===== src/rtl/mrf_pkg.sv =====
package mrf_pkg;
  typedef enum logic [3:0] {
    SEL_A  = 4'd0,
    SEL_B  = 4'd1,
    SEL_X  = 4'd2,
    SEL_Y  = 4'd3,
    SEL_SP = 4'd4,
    SEL_PC = 4'd5,
    SEL_DP = 4'd6,
    SEL_PB = 4'd7,
    SEL_DB = 4'd8,
    SEL_ST = 4'd9
  } reg_sel_e;

  localparam int FLAG_I  = 2;
  localparam int FLAG_X  = 4;
  localparam int FLAG_M  = 5;
  localparam int LVL_LSB = 8;
endpackage


===== src/rtl/mrf_wide_reg.sv =====
module mrf_wide_reg #(
  parameter int W         = 16,
  parameter int HALF      = 8,
  parameter bit CAN_CLEAR = 1'b0
) (
  input  logic         clk,
  input  logic         rst,
  input  logic         we,
  input  logic         narrow,
  input  logic         clr_hi,
  input  logic [W-1:0] d,
  output logic [W-1:0] q
);
  always_ff @(posedge clk) begin
    if (rst) begin
      q <= '0;
    end else begin
      if (we) begin
        q[HALF-1:0] <= d[HALF-1:0];
        if (!narrow) q[W-1:HALF] <= d[W-1:HALF];
      end
      if (CAN_CLEAR && clr_hi) q[W-1:HALF] <= '0;
    end
  end

  // a narrow write keeps the high byte
  a_r3_hi_hold: assert property (@(posedge clk) disable iff (rst)
    (we && narrow && !clr_hi) |=> (q[W-1:HALF] == $past(q[W-1:HALF])));

  if (CAN_CLEAR) begin : g_clr
    a_r5_clear_hi: assert property (@(posedge clk) disable iff (rst)
      clr_hi |=> (q[W-1:HALF] == '0));
  end
endmodule


===== src/rtl/mrf_status.sv =====
module mrf_status #(
  parameter int W     = 16,
  parameter int LVL_W = 3
) (
  input  logic         clk,
  input  logic         rst,
  input  logic         we,
  input  logic [W-1:0] d,
  output logic [W-1:0] q,
  output logic         m_flag,
  output logic         x_flag,
  output logic         x_rise
);
  import mrf_pkg::*;
  localparam int TOP = LVL_LSB + LVL_W;
  localparam logic [W-1:0] KEEP    = W'((1 << TOP) - 1);
  localparam logic [W-1:0] RST_VAL = W'((1 << FLAG_I) | (1 << FLAG_X) | (1 << FLAG_M));

  always_ff @(posedge clk) begin
    if (rst) q <= RST_VAL;
    else if (we) q <= d & KEEP;
  end

  assign m_flag = q[FLAG_M];
  assign x_flag = q[FLAG_X];
  assign x_rise = we && !q[FLAG_X] && d[FLAG_X];

  // without an update the status word holds
  a_r6_hold: assert property (@(posedge clk) disable iff (rst)
    !we |=> $stable(q));
endmodule


===== src/rtl/mrf_addr_gen.sv =====
module mrf_addr_gen #(
  parameter int W      = 16,
  parameter int HALF   = 8,
  parameter int BANK_W = 8
) (
  input  logic                clk,
  input  logic                rst,
  input  logic                narrow,
  input  logic [W-1:0]        x_val,
  input  logic [W-1:0]        y_val,
  input  logic                use_y,
  input  logic [W+BANK_W-1:0] base,
  input  logic [BANK_W-1:0]   src_bank,
  input  logic [BANK_W-1:0]   dst_bank,
  output logic [W+BANK_W-1:0] ea,
  output logic [W+BANK_W-1:0] src,
  output logic [W+BANK_W-1:0] dst
);
  localparam int AW = W + BANK_W;
  localparam logic [W-1:0] LO_MASK = W'((1 << HALF) - 1);

  logic [W-1:0] x_eff, y_eff, idx;
  assign x_eff = narrow ? (x_val & LO_MASK) : x_val;
  assign y_eff = narrow ? (y_val & LO_MASK) : y_val;
  assign idx   = use_y ? y_eff : x_eff;

  always_ff @(posedge clk) begin
    if (rst) begin
      ea  <= '0;
      src <= '0;
      dst <= '0;
    end else begin
      ea  <= base + {{BANK_W{1'b0}}, idx};
      src <= {src_bank, x_eff};
      dst <= {dst_bank, y_eff};
    end
  end

  a_r8_src_bank: assert property (@(posedge clk) disable iff (rst)
    !rst |=> (src[AW-1:W] == $past(src_bank)));
  a_r9_dst_bank: assert property (@(posedge clk) disable iff (rst)
    !rst |=> (dst[AW-1:W] == $past(dst_bank)));
endmodule


===== src/rtl/mode_regfile.sv =====
module mode_regfile #(
  parameter int W      = 16,
  parameter int HALF   = 8,
  parameter int BANK_W = 8,
  parameter int LVL_W  = 3,
  parameter int SEL_W  = 4
) (
  input  logic                clk,
  input  logic                rst,
  input  logic                wr_en,
  input  logic [SEL_W-1:0]    wr_sel,
  input  logic [W-1:0]        wr_data,
  input  logic                st_wr_en,
  input  logic [W-1:0]        st_wr_data,
  input  logic [SEL_W-1:0]    rd_sel_a,
  input  logic [SEL_W-1:0]    rd_sel_b,
  output logic [W-1:0]        rd_data_a,
  output logic [W-1:0]        rd_data_b,
  input  logic                idx_use_y,
  input  logic [W+BANK_W-1:0] idx_base,
  output logic [W+BANK_W-1:0] ea_out,
  input  logic [BANK_W-1:0]   src_bank,
  input  logic [BANK_W-1:0]   dst_bank,
  output logic [W+BANK_W-1:0] blk_src,
  output logic [W+BANK_W-1:0] blk_dst
);
  import mrf_pkg::*;
  localparam int NGPR = 4;
  localparam logic [W-1:0] LO_MASK = W'((1 << HALF) - 1);

  logic [W-1:0] gq [NGPR];
  logic [W-1:0] st_q, sp_q, pc_q, dp_q;
  logic [BANK_W-1:0] pb_q, db_q;
  logic m_flag, x_flag, x_rise;

  mrf_status #(.W(W), .LVL_W(LVL_W)) u_status (
    .clk(clk), .rst(rst), .we(st_wr_en), .d(st_wr_data), .q(st_q),
    .m_flag(m_flag), .x_flag(x_flag), .x_rise(x_rise)
  );

  for (genvar i = 0; i < NGPR; i++) begin : g_gpr
    localparam bit IS_IDX = (i >= 2);
    mrf_wide_reg #(.W(W), .HALF(HALF), .CAN_CLEAR(IS_IDX)) u_reg (
      .clk(clk), .rst(rst),
      .we(wr_en && (wr_sel == SEL_W'(i))),
      .narrow(IS_IDX ? x_flag : m_flag),
      .clr_hi(IS_IDX ? x_rise : 1'b0),
      .d(wr_data), .q(gq[i])
    );
  end

  always_ff @(posedge clk) begin
    if (rst) begin
      sp_q <= '0; pc_q <= '0; dp_q <= '0; pb_q <= '0; db_q <= '0;
    end else if (wr_en) begin
      case (wr_sel)
        SEL_W'(SEL_SP): sp_q <= wr_data;
        SEL_W'(SEL_PC): pc_q <= wr_data;
        SEL_W'(SEL_DP): dp_q <= wr_data;
        SEL_W'(SEL_PB): pb_q <= wr_data[BANK_W-1:0];
        SEL_W'(SEL_DB): db_q <= wr_data[BANK_W-1:0];
        default: ;
      endcase
    end
  end

  function automatic logic [W-1:0] pick(input logic [SEL_W-1:0] s);
    case (s)
      SEL_W'(SEL_A):  return m_flag ? (gq[0] & LO_MASK) : gq[0];
      SEL_W'(SEL_B):  return m_flag ? (gq[1] & LO_MASK) : gq[1];
      SEL_W'(SEL_X):  return x_flag ? (gq[2] & LO_MASK) : gq[2];
      SEL_W'(SEL_Y):  return x_flag ? (gq[3] & LO_MASK) : gq[3];
      SEL_W'(SEL_SP): return sp_q;
      SEL_W'(SEL_PC): return pc_q;
      SEL_W'(SEL_DP): return dp_q;
      SEL_W'(SEL_PB): return {{(W-BANK_W){1'b0}}, pb_q};
      SEL_W'(SEL_DB): return {{(W-BANK_W){1'b0}}, db_q};
      SEL_W'(SEL_ST): return st_q;
      default:        return '0;
    endcase
  endfunction

  always_ff @(posedge clk) begin
    if (rst) begin
      rd_data_a <= '0;
      rd_data_b <= '0;
    end else begin
      rd_data_a <= pick(rd_sel_a);
      rd_data_b <= pick(rd_sel_b);
    end
  end

  mrf_addr_gen #(.W(W), .HALF(HALF), .BANK_W(BANK_W)) u_addr (
    .clk(clk), .rst(rst), .narrow(x_flag),
    .x_val(gq[2]), .y_val(gq[3]), .use_y(idx_use_y), .base(idx_base),
    .src_bank(src_bank), .dst_bank(dst_bank),
    .ea(ea_out), .src(blk_src), .dst(blk_dst)
  );

  // narrow accumulator read has a zero high byte
  a_r2_narrow_read: assert property (@(posedge clk) disable iff (rst)
    (((rd_sel_a == SEL_W'(SEL_A)) || (rd_sel_a == SEL_W'(SEL_B))) && m_flag)
      |=> (rd_data_a[W-1:HALF] == '0));

  // unused selects read zero
  a_r12_unused_sel: assert property (@(posedge clk) disable iff (rst)
    (rd_sel_b > SEL_W'(SEL_ST)) |=> (rd_data_b == '0));
endmodule


===== config.mk =====
export PLATFORM = sky130hd
export DESIGN_NAME = mode_regfile
export DESIGN_NICKNAME = d
export VERILOG_FILES = /design/src/rtl/mrf_pkg.sv /design/src/rtl/mrf_wide_reg.sv /design/src/rtl/mrf_status.sv /design/src/rtl/mrf_addr_gen.sv /design/src/rtl/mode_regfile.sv
export SDC_FILE = /design/constraint.sdc
export NUM_CORES = 1
export LEC_CHECK = 0
export ABC_AREA = 1
export BUFFER_PORTS_ARGS = -buffer_cell sky130_fd_sc_hd__clkbuf_2
export CAP_MARGIN = 40
export CORE_ASPECT_RATIO = 1.25
export CORE_MARGIN = 3
export CORE_UTILIZATION = 50
export CTS_CLUSTER_SIZE = 25
export DETAILED_ROUTE_END_ITERATION = 7
export PLACE_DENSITY_LB_ADDON = 0.12
export REMOVE_ABC_BUFFERS = 1
export SLEW_MARGIN = 20
export SYNTH_ARGS = -nofsm -noshare
export SYNTH_HDL_FRONTEND = slang
export SYNTH_HIERARCHICAL = 1
export SYNTH_SLANG_ARGS = --single-unit
export TNS_END_PERCENT = 20

===== constraint.sdc =====
create_clock -name clk -period 4.7 [get_ports clk]
set_input_delay 0.47 -clock clk [delete_from_list [all_inputs] [get_ports clk]]
set_output_delay 0.47 -clock clk [all_outputs]
set_load 0.02 [all_outputs]

==> qor.csv <==
stage,metric,value,unit
grt,first-pass GRT wire length,62800,µm
clock_network,clock buffer count from CTS,26,
clock_network,Worst-path clk slew,60,ps
critical_path,critical path data arrival time,3090,ps
grt,number of global-route vias before repair,11926,
timing,Setup TNS Final,0,ps
grt,largest net degree at the start of global routing,68,
critical_path,CP max stage cell,inv_1,
critical_path,crit path max fanout,24,
timing,relative slew slack,36.2,%
cells_and_area,layout cell share with drive strength beyond 1,14.6,%
flow_run,max cap viols,0,
hold_path,Worst Hold Depth,3,
floorplanning,Core Footprint,24700,µm²
detailed_routing,detailed-route wire length,40300,µm
critical_path,crit-path most repeated cell,nand2_1,
cells_and_area,"Design Area, Final",14600,µm²
timing,RSZ-0062 raised after global routing,false,
timing,endpoints failing hold,0,
clock_network,CTS HTree Levels,1,
floorplanning,# IOs,193,
timing,Final Critical Period,2670,ps
floorplanning,Die Ht,184,µm
detailed_routing,DR vias,13076,
critical_path,crit-path max cell delay,460,ps
timing,fmax,375,MHz
timing,clk_skew,21.8,ps
logic_synthesis,Mean Syn Cell Area,6.33,µm²
logic_synthesis,total number of yosys warnings,6,
timing,final worst path period share,56.7,%
clock_network,Bufs on Longest Clock Path,3,
critical_path,crit path buf inv count,3,
cells_and_area,"Area growth, synth to finish",15.8,%
critical_path,Worst path depth,14,
place,post-DP HPWL,28000,µm
grt,GRT Util Overall,28.6,%
critical_path,crit start category,flop,
detailed_routing,first-pass iteration count of the detailed router,6,
timing,worst-margin pin slew,953,ps
place,DP Cell Count,2452,
clock_network,CTS resizes,0,
grt,initial antenna violation count,0,
critical_path,"Cell Chain, Critical Path",inv_1 > nand2_1 > o21ai_0 > ha_1 > nand2_1 > inv_1 > nand2_1 > nand2_1 > inv_1 > nand2_1 > a21oi_1 > nand2_1 > nand2_1 > nor2_1,
place,GP Congestion,0.934,
floorplanning,Die ar.,27300,µm²
detailed_routing,"antenna viol nets, final",0,
critical_path,Required @ worst endpoint,5130,ps
timing,final-report setup violation count,0,
grt,"Remaining Overflow, GRT",0,
timing,Final Max Tran Viols,0,
pwr,Pwr Density,319,nW/µm²
place,IO Port Bufs,187,
cells_and_area,ant diodes,0,
clock_network,number of hold buffers added after cts,0,
logic_synthesis,synthesized area,12600,µm²
place,DP Worst Slack,1810,ps
floorplanning,# rows,64,
floorplanning,initial cell density of the core,51.3,%
clock_network,post-CTS setup buffer count,0,
detailed_routing,drt drc,0,
cells_and_area,Layout Nets,2259,
clock_network,CTS tree,yes,
clock_network,worst skew pair latency,550,ps
detailed_routing,WL/cell,16.1,µm
logic_synthesis,cells after synthesis,1999,
cells_and_area,Final Instance Count excl. Fillers,2503,
critical_path,R2R depth,14,
detailed_routing,starting DRC count in detailed routing,1179,
place,Post-DP Area,13700,µm²
critical_path,CP Capture Type,flop,
timing,fin worst setup slack,2030,ps
pwr,Pleak,7.56,nW
pwr,VDD IR max,0.265,mV
critical_path,Worst path top cell family by delay,simple AND/OR/NAND/NOR gates,
critical_path,Setup CP Type,reg -> reg,
hold_path,Hold/Removal Path Class,in -> reg,
status,status,finished clean,
floorplanning,width of the die,148,µm
clock_network,CTS sink count,243,
clock_network,clock root buffer,clkbuf_16,
detailed_routing,vias per cell,5.22,
==> path summary, 6_finish.rpt <==
path                               endpoint  slack, ps                  startpoint
setup / recovery   u_addr/ea[15]$_SDFF_PP0_       2030  u_status/q[4]$_SDFFE_PP1P_
hold / removal    u_addr/dst[21]$_SDFF_PP0_        110                 dst_bank[5]
setup reg to reg   u_addr/ea[15]$_SDFF_PP0_       2030  u_status/q[4]$_SDFFE_PP1P_
hold reg to reg        db_q[0]$_SDFFE_PP0P_        470        db_q[0]$_SDFFE_PP0P_
==> layer usage <==
metal,up-vias,routed length (µm),global-route usage (%)
li1,6518,-,-
met1,5783,16300,36.9
met2,662,18400,47.1
met3,113,3880,4.91
met4,0,1710,13.0
met5,-,0,0
==> layout by cell type, fill, tap and decap left out, types with 4 or more instances in the layout <==
cell	count
a21oi_1	63
buf_4	19
clkbuf_1	6
clkbuf_16	27
clkbuf_2	186
clkbuf_8	4
conb_1	5
dfxtp_1	243
ha_1	16
inv_1	214
inv_2	13
inv_4	4
nand2_1	517
nand2_2	8
nand3_1	238
nand4_1	21
nor2_1	416
nor2_2	15
nor2_4	14
nor2_8	4
o21ai_0	106
==> state kept, by name (all words and copies together) (netlist names) <==
| signal | flops |
|---|---|
| u_status/q | 11 |
| u_addr/ea | 24 |
| sp_q | 16 |
| g_gpr.u_reg/q | 64 |
| rd_data_b | 16 |
| u_addr/src | 24 |
| db_q | 8 |
| pc_q | 16 |
| u_addr/dst | 24 |
| dp_q | 16 |
| pb_q | 8 |
| rd_data_a | 16 |
==> power by group <==
| part | switching, mW | leakage (nW) | internal (mW) |
|---|---|---|---|
| combinational | 0.332 | 5.17 | 0.127 |
| sequential | 0.0294 | 1.98 | 2.11 |
| clock | 0.867 | 0.417 | 1.20 |
==> worst reg2reg max path, cell delays in order, from the launching register on <==
cell	delay [ps]
dfxtp_1	310
inv_1	460
nand2_1	160
o21ai_0	230
ha_1	340
nand2_1	160
inv_1	70
nand2_1	70
nand2_1	80
inv_1	70
nand2_1	70
a21oi_1	340
nand2_1	90
nand2_1	70
nor2_1	50
==> area by class of cell <==
| cell class | instances | area [µm²] |
|---|---|---|
| fill | 2501 | 10000 |
| timing repair buffer | 212 | 1230 |
| inverter | 232 | 881 |
| tap | 330 | 413 |
| multi-input combinational | 1438 | 6390 |
| sequential | 243 | 4860 |
| clock inverter | 12 | 144 |
| clock buffer | 36 | 728 |
==> stage by stage <==
step | power, mW | util, % | hold slack, ps
after floorplan | 2.41 | - | 440
after global placement | 2.61 | 55.1 | 448
after detailed placement | 2.63 | 55.7 | 455
after CTS | 4.70 | 59.2 | 92.7
after global routing | 4.83 | 59.4 | 103
final | 4.67 | 59.4 | 113
Note: power is estimated with default switching activity, not from simulation.
